[src/rtl/mmu_regs_pkg.sv]
package mmu_regs_pkg;

  localparam logic [31:0] CTL_ADDR   = 32'hFFFF_FFE0;
  localparam logic [31:0] HI_ADDR    = 32'hFFFF_FFF0;
  localparam logic [31:0] LO_ADDR    = 32'hFFFF_FFF4;
  localparam logic [31:0] BASE_ADDR  = 32'hFFFF_FFF8;
  localparam logic [31:0] FAULT_ADDR = 32'hFFFF_FFFC;

  localparam int EN_BIT    = 0;
  localparam int FLUSH_BIT = 2;

  typedef enum logic [2:0] {
    SEL_NONE,
    SEL_CTL,
    SEL_HI,
    SEL_LO,
    SEL_BASE,
    SEL_FAULT
  } regSel_e;

  typedef struct packed {
    logic    wrHi;
    logic    wrLo;
    logic    wrBase;
    logic    wrCtl;
    logic    capture;
    logic    load;
    regSel_e rdSel;
  } ctlStrobes_t;

endpackage

[src/rtl/mmu_ctl.sv]
module mmu_ctl
  import mmu_regs_pkg::*;
#(
  parameter int ADDR_W = 32
) (
  input  logic              clk,
  input  logic              rstN,
  input  logic              accValid,
  input  logic              accWrite,
  input  logic              accPriv,
  input  logic [ADDR_W-1:0] accAddr,
  input  logic              excValid,
  input  logic              tlbLoad,
  output ctlStrobes_t       strb,
  output logic              accViolation
);

  regSel_e sel;
  logic    hit;
  logic    privOk;
  logic    wrOk;

  always_comb begin
    sel = SEL_NONE;
    case (accAddr)
      ADDR_W'(CTL_ADDR):   sel = SEL_CTL;
      ADDR_W'(HI_ADDR):    sel = SEL_HI;
      ADDR_W'(LO_ADDR):    sel = SEL_LO;
      ADDR_W'(BASE_ADDR):  sel = SEL_BASE;
      ADDR_W'(FAULT_ADDR): sel = SEL_FAULT;
      default:             sel = SEL_NONE;
    endcase
  end

  assign hit    = (sel != SEL_NONE);
  assign privOk = accValid & accPriv & hit;
  assign wrOk   = privOk & accWrite;

  always_comb begin
    strb.capture = excValid;
    strb.load    = tlbLoad;
    strb.wrHi    = wrOk & (sel == SEL_HI) & ~excValid;
    strb.wrLo    = wrOk & (sel == SEL_LO);
    strb.wrBase  = wrOk & (sel == SEL_BASE);
    strb.wrCtl   = wrOk & (sel == SEL_CTL);
    strb.rdSel   = (privOk & ~accWrite) ? sel : SEL_NONE;
  end

  assign accViolation = accValid & ~accPriv & hit;


  user_no_write_chk: assert property (@(posedge clk) disable iff (!rstN)
    (accValid && !accPriv) |->
      !(strb.wrHi || strb.wrLo || strb.wrBase || strb.wrCtl) && (strb.rdSel == SEL_NONE));


  capture_priority_chk: assert property (@(posedge clk) disable iff (!rstN)
    excValid |-> !strb.wrHi);


  violation_quiet_chk: assert property (@(posedge clk) disable iff (!rstN)
    (!accValid || accPriv) |-> !accViolation);

endmodule

[src/rtl/mmu_dp.sv]
module mmu_dp
  import mmu_regs_pkg::*;
#(
  parameter int ADDR_W  = 32,
  parameter int ASID_W  = 8,
  parameter int VPN_LSB = 10
) (
  input  logic                      clk,
  input  logic                      rstN,
  input  ctlStrobes_t               strb,
  input  logic [ADDR_W-1:0]         accWdata,
  input  logic [ADDR_W-1:0]         excAddr,
  output logic [ADDR_W-1:0]         accRdata,
  output logic                      mmuEnable,
  output logic                      tlbFlush,
  output logic                      tlbValid,
  output logic [ADDR_W-VPN_LSB-1:0] tlbVpn,
  output logic [ASID_W-1:0]         tlbAsid,
  output logic [ADDR_W-1:0]         tlbLow
);

  localparam int VPN_W = ADDR_W - VPN_LSB;
  localparam int GAP_W = VPN_LSB - ASID_W;

  logic [VPN_W-1:0]  vpnQ;
  logic [ASID_W-1:0] asidQ;
  logic [ADDR_W-1:0] lowQ;
  logic [ADDR_W-1:0] baseQ;
  logic [ADDR_W-1:0] faultQ;
  logic              enQ;
  logic [ADDR_W-1:0] hiWord;
  logic [ADDR_W-1:0] ctlWord;

  always_ff @(posedge clk) begin
    if (!rstN) begin
      vpnQ     <= '0;
      asidQ    <= '0;
      lowQ     <= '0;
      baseQ    <= '0;
      faultQ   <= '0;
      enQ      <= 1'b0;
      tlbFlush <= 1'b0;
      tlbValid <= 1'b0;
      tlbVpn   <= '0;
      tlbAsid  <= '0;
      tlbLow   <= '0;
    end else begin
      if (strb.capture) begin
        vpnQ   <= excAddr[ADDR_W-1:VPN_LSB];
        faultQ <= excAddr;
      end else if (strb.wrHi) begin
        vpnQ  <= accWdata[ADDR_W-1:VPN_LSB];
        asidQ <= accWdata[ASID_W-1:0];
      end
      if (strb.wrLo)   lowQ  <= accWdata;
      if (strb.wrBase) baseQ <= accWdata;
      if (strb.wrCtl)  enQ   <= accWdata[EN_BIT];
      tlbFlush <= strb.wrCtl & accWdata[FLUSH_BIT];
      tlbValid <= strb.load;
      if (strb.load) begin
        tlbVpn  <= vpnQ;
        tlbAsid <= asidQ;
        tlbLow  <= lowQ;
      end
    end
  end

  assign mmuEnable = enQ;
  assign hiWord    = {vpnQ, {GAP_W{1'b0}}, asidQ};

  always_comb begin
    ctlWord         = '0;
    ctlWord[EN_BIT] = enQ;
  end

  always_comb begin
    case (strb.rdSel)
      SEL_CTL:   accRdata = ctlWord;
      SEL_HI:    accRdata = hiWord;
      SEL_LO:    accRdata = lowQ;
      SEL_BASE:  accRdata = baseQ;
      SEL_FAULT: accRdata = faultQ;
      default:   accRdata = '0;
    endcase
  end


  fault_capture_chk: assert property (@(posedge clk) disable iff (!rstN)
    strb.capture |=> faultQ == $past(excAddr));


  fault_hold_chk: assert property (@(posedge clk) disable iff (!rstN)
    !strb.capture |=> $stable(faultQ));


  base_sw_only_chk: assert property (@(posedge clk) disable iff (!rstN)
    !strb.wrBase |=> $stable(baseQ));


  tlb_snapshot_chk: assert property (@(posedge clk) disable iff (!rstN)
    strb.load |=> tlbValid && tlbLow == $past(lowQ) && tlbAsid == $past(asidQ));


  flush_pulse_chk: assert property (@(posedge clk) disable iff (!rstN)
    $rose(tlbFlush) |-> $past(strb.wrCtl));

endmodule

[src/rtl/mmu_capture_regs.sv]
module mmu_capture_regs
  import mmu_regs_pkg::*;
#(
  parameter int ADDR_W  = 32,
  parameter int ASID_W  = 8,
  parameter int VPN_LSB = 10
) (
  input  logic                      clk,
  input  logic                      rstN,
  input  logic                      accValid,
  input  logic                      accWrite,
  input  logic                      accPriv,
  input  logic [ADDR_W-1:0]         accAddr,
  input  logic [ADDR_W-1:0]         accWdata,
  output logic [ADDR_W-1:0]         accRdata,
  output logic                      accViolation,
  input  logic                      excValid,
  input  logic [ADDR_W-1:0]         excAddr,
  input  logic                      tlbLoad,
  output logic                      tlbValid,
  output logic [ADDR_W-VPN_LSB-1:0] tlbVpn,
  output logic [ASID_W-1:0]         tlbAsid,
  output logic [ADDR_W-1:0]         tlbLow,
  output logic                      mmuEnable,
  output logic                      tlbFlush
);

  ctlStrobes_t strb;

  mmu_ctl #(.ADDR_W(ADDR_W)) u_ctl (
    .clk(clk), .rstN(rstN),
    .accValid(accValid), .accWrite(accWrite), .accPriv(accPriv), .accAddr(accAddr),
    .excValid(excValid), .tlbLoad(tlbLoad),
    .strb(strb), .accViolation(accViolation)
  );

  mmu_dp #(.ADDR_W(ADDR_W), .ASID_W(ASID_W), .VPN_LSB(VPN_LSB)) u_dp (
    .clk(clk), .rstN(rstN), .strb(strb),
    .accWdata(accWdata), .excAddr(excAddr), .accRdata(accRdata),
    .mmuEnable(mmuEnable), .tlbFlush(tlbFlush),
    .tlbValid(tlbValid), .tlbVpn(tlbVpn), .tlbAsid(tlbAsid), .tlbLow(tlbLow)
  );

endmodule

[config.mk]
export PLATFORM = sky130hd
export DESIGN_NAME = mmu_capture_regs
export DESIGN_NICKNAME = d
export VERILOG_FILES = /design/src/rtl/mmu_regs_pkg.sv /design/src/rtl/mmu_ctl.sv /design/src/rtl/mmu_dp.sv /design/src/rtl/mmu_capture_regs.sv
export SDC_FILE = /design/constraint.sdc
export NUM_CORES = 1
export LEC_CHECK = 0
export BUFFER_PORTS_ARGS = -buffer_cell sky130_fd_sc_hd__buf_2
export CAP_MARGIN = 10
export CORE_ASPECT_RATIO = 1.25
export CORE_MARGIN = 5
export CORE_UTILIZATION = 40
export CTS_BUF_LIST = sky130_fd_sc_hd__clkbuf_4 sky130_fd_sc_hd__clkbuf_8
export CTS_CLUSTER_SIZE = 40
export DETAILED_ROUTE_END_ITERATION = 16
export PLACE_DENSITY = 0.61
export SYNTH_ARGS = -nofsm -noshare
export SYNTH_HDL_FRONTEND = slang
export SYNTH_SLANG_ARGS = --single-unit
[constraint.sdc]
create_clock -name clk -period 2 [get_ports clk]
set_input_delay 0 -clock clk [delete_from_list [all_inputs] [get_ports clk]]
set_output_delay 0 -clock clk [all_outputs]
set_load 0.03 [all_outputs]
==> reports/results.txt, run 1 <==
Tot GR Track Use: 20.2%
Post-Route WL: 24700 um
most common cell after layout, fill and taps aside: buf_2
filler cell count: 1948
largest area contributor in the netlist: dfxtp_1
H-Tree Depth: 4
DRC viols: 0
first-pass GRT wire length: 39800 um
clk_lat worst skew: 0.47 ns
vias in the first global route: 7330
Power Dens Cells: 687 nW/um^2
Post-Synth XOR/XNOR Area: 0%
Die Ht: 173 um
CTS clk-pin slew, worst paths: 0.09 ns
port bufs: 200
Seq pwr share: 52.3%
Netlist Area Pre-Place: 8470 um^2
CP Launch Type: flop
Rel. slew slack: 62.1%
Routed WL per cell: 17.8 um
ANT cells: 0
slowest cell on the critical path: mux4_2
crit path max fanout: 3
Syn Nets: 952
CTS Sinks: 191
VDD IR-drop max: 0.375 mV
Synth Area in Simple Gates: 15.7%
final setup skew: 0.0115 ns
Root Buffer: clkbuf_8
clock buffer depth: 2
switching share of power: 26.2%
max-slew violations: 0
detailed-route via count: 7001
status: completed
num ports: 201
Leak Pwr: 5.24 nW
Clock power frac: 36.8%
# Max-Cap Violations: 0
design area: 11000 um^2
CORE AREA: 20800 um^2
Initial Util: 40.7%
Synth area leaders: dfxtp_1, mux2i_1, nor2b_1
GP Congestion: 0.781
post-synthesis sequential area ratio: 45.2%
post-DP HPWL: 16700 um
number of antenna-violating nets in the routed design: 0
Post-synth EDFFs: 0
largest family of logic cells by synthesized area: multiplexers
Final nets: 1204
largest net degree at the start of global routing: 64
Comb pwr share: 10.9%
Row Count: 59
final setup fails: 0
crit path kind: reg -> out
Final min period: 1.82 ns
multiplexer share of the synthesized area: 23.7%
distinct cell type count after synthesis: 32
P&R area growth vs syn: 30.0%
synthesized area per cell: 9.97 um^2
Vias/cell: 5.04
antenna violations before repair: 0
Worst EP arrival: 1.82 ns
Inserted Clock Buffers: 17
CTS tree: done
Internal Power: 0.00558 W
global route total overflow: 0
Post-synth ARST share: 0%
Detailed Route Iter0 Violations: 353
fraction of layout cells with a size suffix above 1: 26.3%
RSZ-0062 raised after global routing: no
most frequent cells in the layout: buf_2, mux2i_1, dfxtp_1
worst slew pin tran: 0.568 ns
crit end category: output port
critical-path cell list: mux4_2 > a22oi_1 > nor2_1 > buf_2
maximum clock rate: 548 MHz
Hold Crit Class: in -> reg
post-CTS resize count: 0
Adder-Cell Fraction of Synth Area: 0%
required time worst endpoint: 2.00 ns
CP max stage delay: 0.48 ns
Synth Area in Compound Gates: 10.9%
Die W: 140 um
share of the synthesized area in the top cell type: 45.2%
Final period util: 91.2%
ys flop type: dfxtp_1
placed inst area: 9850 um^2
synth warn: 0
synthesized netlist cell count: 849
Pre-antenna DRT Iters: 5
Psw: 0.00198 W
FF+latch count, synth: 191
final hold violation count: 0
setup_tns: 0 ns
Die Area: 24200 um^2
## cell type report
type                            instances  area (um^2)  area share, %
Clock inverter                         15          200           1.82
Clock buffer                           17          234           2.13
Multi-Input combinational cell        567         4280           38.9
Timing Repair Buffer                  301         2040           18.5
Inverter                               23         86.3          0.784
Sequential cell                       191         3820           34.7
Tap cell                              274          343           3.11
## power by group through the flow
stage / clock (W) / sequential [W] / combinational (W)
global placement: 0 / 0.00404 / 0.000712
CTS: 0.00286 / 0.00395 / 0.000825
floorplan: 0 / 0.00406 / 0.000404
global route: 0.00299 / 0.00396 / 0.000894
finish: 0.00278 / 0.00395 / 0.000823
detailed placement: 0 / 0.00404 / 0.000715
## per-layer routing
layer	vias to the layer above	wire [um]	global-route usage, %	part of all wire (%)
met5	-	0	0	0
met4	0	303	5.25	1.2
met3	30	1140	3.81	4.6
met2	195	12300	35.3	50
met1	3313	11000	25.6	44
li1	3463	-	-	-
## final timing paths
check                        end  slack [ns]  cells after the start          start
setup / recovery     accRdata[0]        0.18                      4  u_dp.asidQ[0]
hold / removal    u_dp.mmuEnable        0.13                      5     accAddr[2]
setup reg to reg   u_dp.vpnQ[15]        0.74                      2  u_dp.vpnQ[15]
hold reg to reg    u_dp.baseQ[2]        0.47                      2  u_dp.baseQ[2]
## registers in the layout (all words and copies together) (netlist names), 8 cells and up
signal	count
u_dp.baseQ	32
u_dp.faultQ	32
u_dp.lowQ	32
u_dp.tlbLow	32
u_dp.tlbVpn	22
u_dp.vpnQ	22
u_dp.asidQ	8
u_dp.tlbAsid	8
## per-stage QoR
step	cells	total power (W)	utilization (%)	worst slack, ns	hold slack, ns
finish	1388	0.00756	52.9	0.176	0.134
global route	1388	0.00784	52.9	0.125	0.136
CTS	1388	0.00764	52.9	0.144	0.104
detailed placement	1284	0.00475	47.3	0.367	0.272
global placement	1284	0.00475	47.3	0.375	0.263
floorplan	849	0.00446	-	0.135	0.111
## logic make-up after synthesis
kind of cell | count (synthesis)
and+or+nand+nor | 261
muxes | 199
DFF | 191
AOI/OAI and AO/OA | 107
buffers and inverters | 91
## cell usage after synthesis (3+ instances only)
| cell type | count |
|---|---|
| buf_2 | 17 |
| nand2_1 | 108 |
| nand4_1 | 7 |
| a22oi_1 | 32 |
| dfxtp_1 | 191 |
| buf_6 | 3 |
| nor3_1 | 3 |
| nor2b_1 | 95 |
| o221a_2 | 20 |
| nor2_1 | 34 |
| inv_1 | 23 |
| clkbuf_1 | 42 |
| mux2i_1 | 196 |
| o2bb2ai_1 | 29 |
| a21boi_0 | 22 |
| buf_1 | 6 |
## what timing repair did
item                                   in CTS  in global routing
hold buffers                               72                  0
endpoints found under the hold margin     141                  0
setup buffers                               0                  0
## critical path: cells and delay by family, from the launching register on
family	cells	cell delay (ns)
muxes	1	0.48
DFF	1	0.34
AOI/OAI and AO/OA	1	0.29
buffers and inverters	1	0.18
and+or+nand+nor	1	0.07
Note: power is estimated with default switching activity, not from simulation.
==> run 2: changes to the inputs <==
- clock period: 2 -> 1.9 ns (I/O delays scaled with it)
==> run 2 against run 1 <==
Combinational power rose by 5.6%. Clock skew is 0.0020 ns higher. Core utilization barely moved. Power is 3.3% higher. Die area unchanged. Sequential power grew 5.3%. Register-to-register slack about the same.
==> reports/results.txt, run 2 (synthesis results as in run 1) <==
fraction of layout cells with a size suffix above 1: 26.7% (+0.44 points)
required time worst endpoint: 1.90 ns (-0.10 ns)
post-DP HPWL: 17100 um (+2.0%)
Final nets: 1208 (+0.33%)
Clock power frac: 35.6% (-1.2 points)
slowest cell on the critical path: mux4_2
Hold Crit Class: in -> reg
Cells on Worst Hold Path: 3 (-2)
Root Buffer: clkbuf_8
switching share of power: 27.3% (+1.2 points)
CORE AREA: 20800 um^2 (unchanged)
DRC viols: 0 (unchanged)
Final Instance Count excl. Fillers: 1392 (+0.29%)
final setup fails: 0 (unchanged)
num ports: 201 (unchanged)
Detailed Route Iter0 Violations: 380 (+7.6%)
global route total overflow: 0 (unchanged)
status: completed
worst reg2reg path depth: 3 (+1)
# Max-Cap Violations: 0 (unchanged)
RSZ-0062 raised after global routing: no
clk_lat worst skew: 0.47 ns (about the same)
CTS Sinks: 191 (unchanged)
Power Dens Cells: 709 nW/um^2 (+3.2%)
critical-path cell list: mux4_2 > a22oi_2 > nor2_1 > buf_2
CTS clk-pin slew, worst paths: 0.11 ns (+0.02 ns)
clock buffer depth: 2 (unchanged)
final setup skew: 0.0136 ns (+0.00205 ns)
most common cell after layout, fill and taps aside: buf_2
Inserted Clock Buffers: 17 (unchanged)
Internal Power: 0.00567 W (+1.6%)
Placed Instances: 1287 (+0.23%)
first-pass GRT wire length: 39500 um (-0.61%)
worst slew pin tran: 0.463 ns (-0.105 ns)
detailed-route via count: 7052 (+0.73%)
vias in the first global route: 7310 (-0.27%)
Leak Pwr: 5.26 nW (+0.25%)
hold_ws: 0.0664 ns (-0.0675 ns)
port bufs: 200 (unchanged)
Vias/cell: 5.07 (+0.44%)
H-Tree Depth: 4 (unchanged)
setup_tns: 0 ns (unchanged)
Seq pwr share: 53.3% (+1.0 points)
Final min period: 1.80 ns
Final period util: 94.6%
Die Area: 24200 um^2 (unchanged)
CP Launch Type: flop
antenna violations before repair: 0 (unchanged)
Die W: 140 um (unchanged)
reg2reg setup slack: 0.74 ns (about the same)
crit end category: output port
most frequent cells in the layout: buf_2, mux2i_1, dfxtp_1
Die Ht: 173 um (unchanged)
hold_sp: excValid
Post-Route WL: 25100 um (+1.8%)
Comb pwr share: 11.1% (+0.2 points)
Routed WL per cell: 18.0 um (+1.5%)
Initial Util: 40.7% (unchanged)
Worst EP arrival: 1.80 ns (-0.02 ns)
fin util: 52.9% (about the same)
ANT cells: 0 (unchanged)
number of antenna-violating nets in the routed design: 0 (unchanged)
crit path max fanout: 3 (unchanged)
Psw: 0.00213 W (+7.9%)
RR Endpoint: u_dp.faultQ[16]
reg2reg start: u_dp.faultQ[16]
maximum clock rate: 556 MHz
P&R area growth vs syn: 30.1% (about the same)
Row Count: 59 (unchanged)
final hold violation count: 0 (unchanged)
CTS tree: done
Pre-antenna DRT Iters: 5 (unchanged)
Tot GR Track Use: 20.3% (+0.13 points)
CP max stage delay: 0.47 ns (about the same)
crit path kind: reg -> out
VDD IR-drop max: 0.441 mV (+18%)
Rel. slew slack: 69.1% (+7.0 points)
Hold Path End: u_dp.faultQ[7]
GP Congestion: 0.773 (-1.0%)
max-slew violations: 0 (unchanged)
largest net degree at the start of global routing: 68 (+6.3%)
==> run 2: worst max-delay path, delay by kind of cell (launching register included) <==
kind	cells	cell delay [ns]
muxes	1	0.47
DFF	1	0.33
AOI/OAI and AO/OA	1	0.27
buffers and inverters	1	0.18
and+or+nand+nor	1	0.08
==> run 2: worst max-delay path by stage <==
stage,slack (ns),end,cells after the start,start
after CTS,0.06,accRdata[0],4,u_dp.asidQ[0]
after detailed placement,0.17,accRdata[9],7,accAddr[15]
after global routing,0.04,accRdata[0],4,u_dp.lowQ[0]
final,0.10,accRdata[0],4,u_dp.asidQ[0]
after floorplan,0.04,accRdata[8],4,accAddr[15]
after global placement,0.20,accRdata[9],7,accAddr[15]
==> run 2: cell type report <==
cell class / count / area (um^2)
clock buffers: 18 / 248
clock inverters: 14 / 160
fillers: 1945 / 9800
inverters: 23 / 86.3
multi-input cells: 567 / 4290
flip-flops and latches: 191 / 3820
well taps: 274 / 343
repair buffers: 305 / 2060
==> run 2: power groups by stage <==
| stage | Clock, W | Sequential [W] | Combinational, W |
|---|---|---|---|
| after floorplan | 0 | 0.00427 | 0.000425 |
| after global placement | 0 | 0.00425 | 0.000752 |
| after detailed placement | 0 | 0.00425 | 0.000755 |
| after CTS | 0.00287 | 0.00416 | 0.000870 |
| after global routing | 0.00304 | 0.00417 | 0.000938 |
| final | 0.00278 | 0.00416 | 0.000869 |
==> run 2: routing by layer <==
metal	routed length, um	global-route usage, %	vias up
met5	0	0	-
met2	12500	35.4	204
li1	-	-	3472
met4	229	4.68	0
met3	1240	4.17	18
met1	11100	25.9	3358
==> run 2: repair_timing <==
| item | CTS | global route |
|---|---|---|
| hold buffers | 71 | 0 |
| resized for setup | 1 | 0 |
| endpoints found under the setup margin | 1 | 1 |
| pin swaps | 0 | 1 |
| hold endpoints to repair | 136 | 0 |
| setup buffers | 0 | 2 |
==> run 2: metrics by stage <==
step / area (um^2) / setup WS [ns] / power (W)
floorplan: 8470 / 0.0353 / 0.00470
global placement: 9870 / 0.202 / 0.00500
detailed placement: 9870 / 0.168 / 0.00500
CTS: 11000 / 0.0615 / 0.00790
global route: 11000 / 0.0401 / 0.00814
finish: 11000 / 0.102 / 0.00781
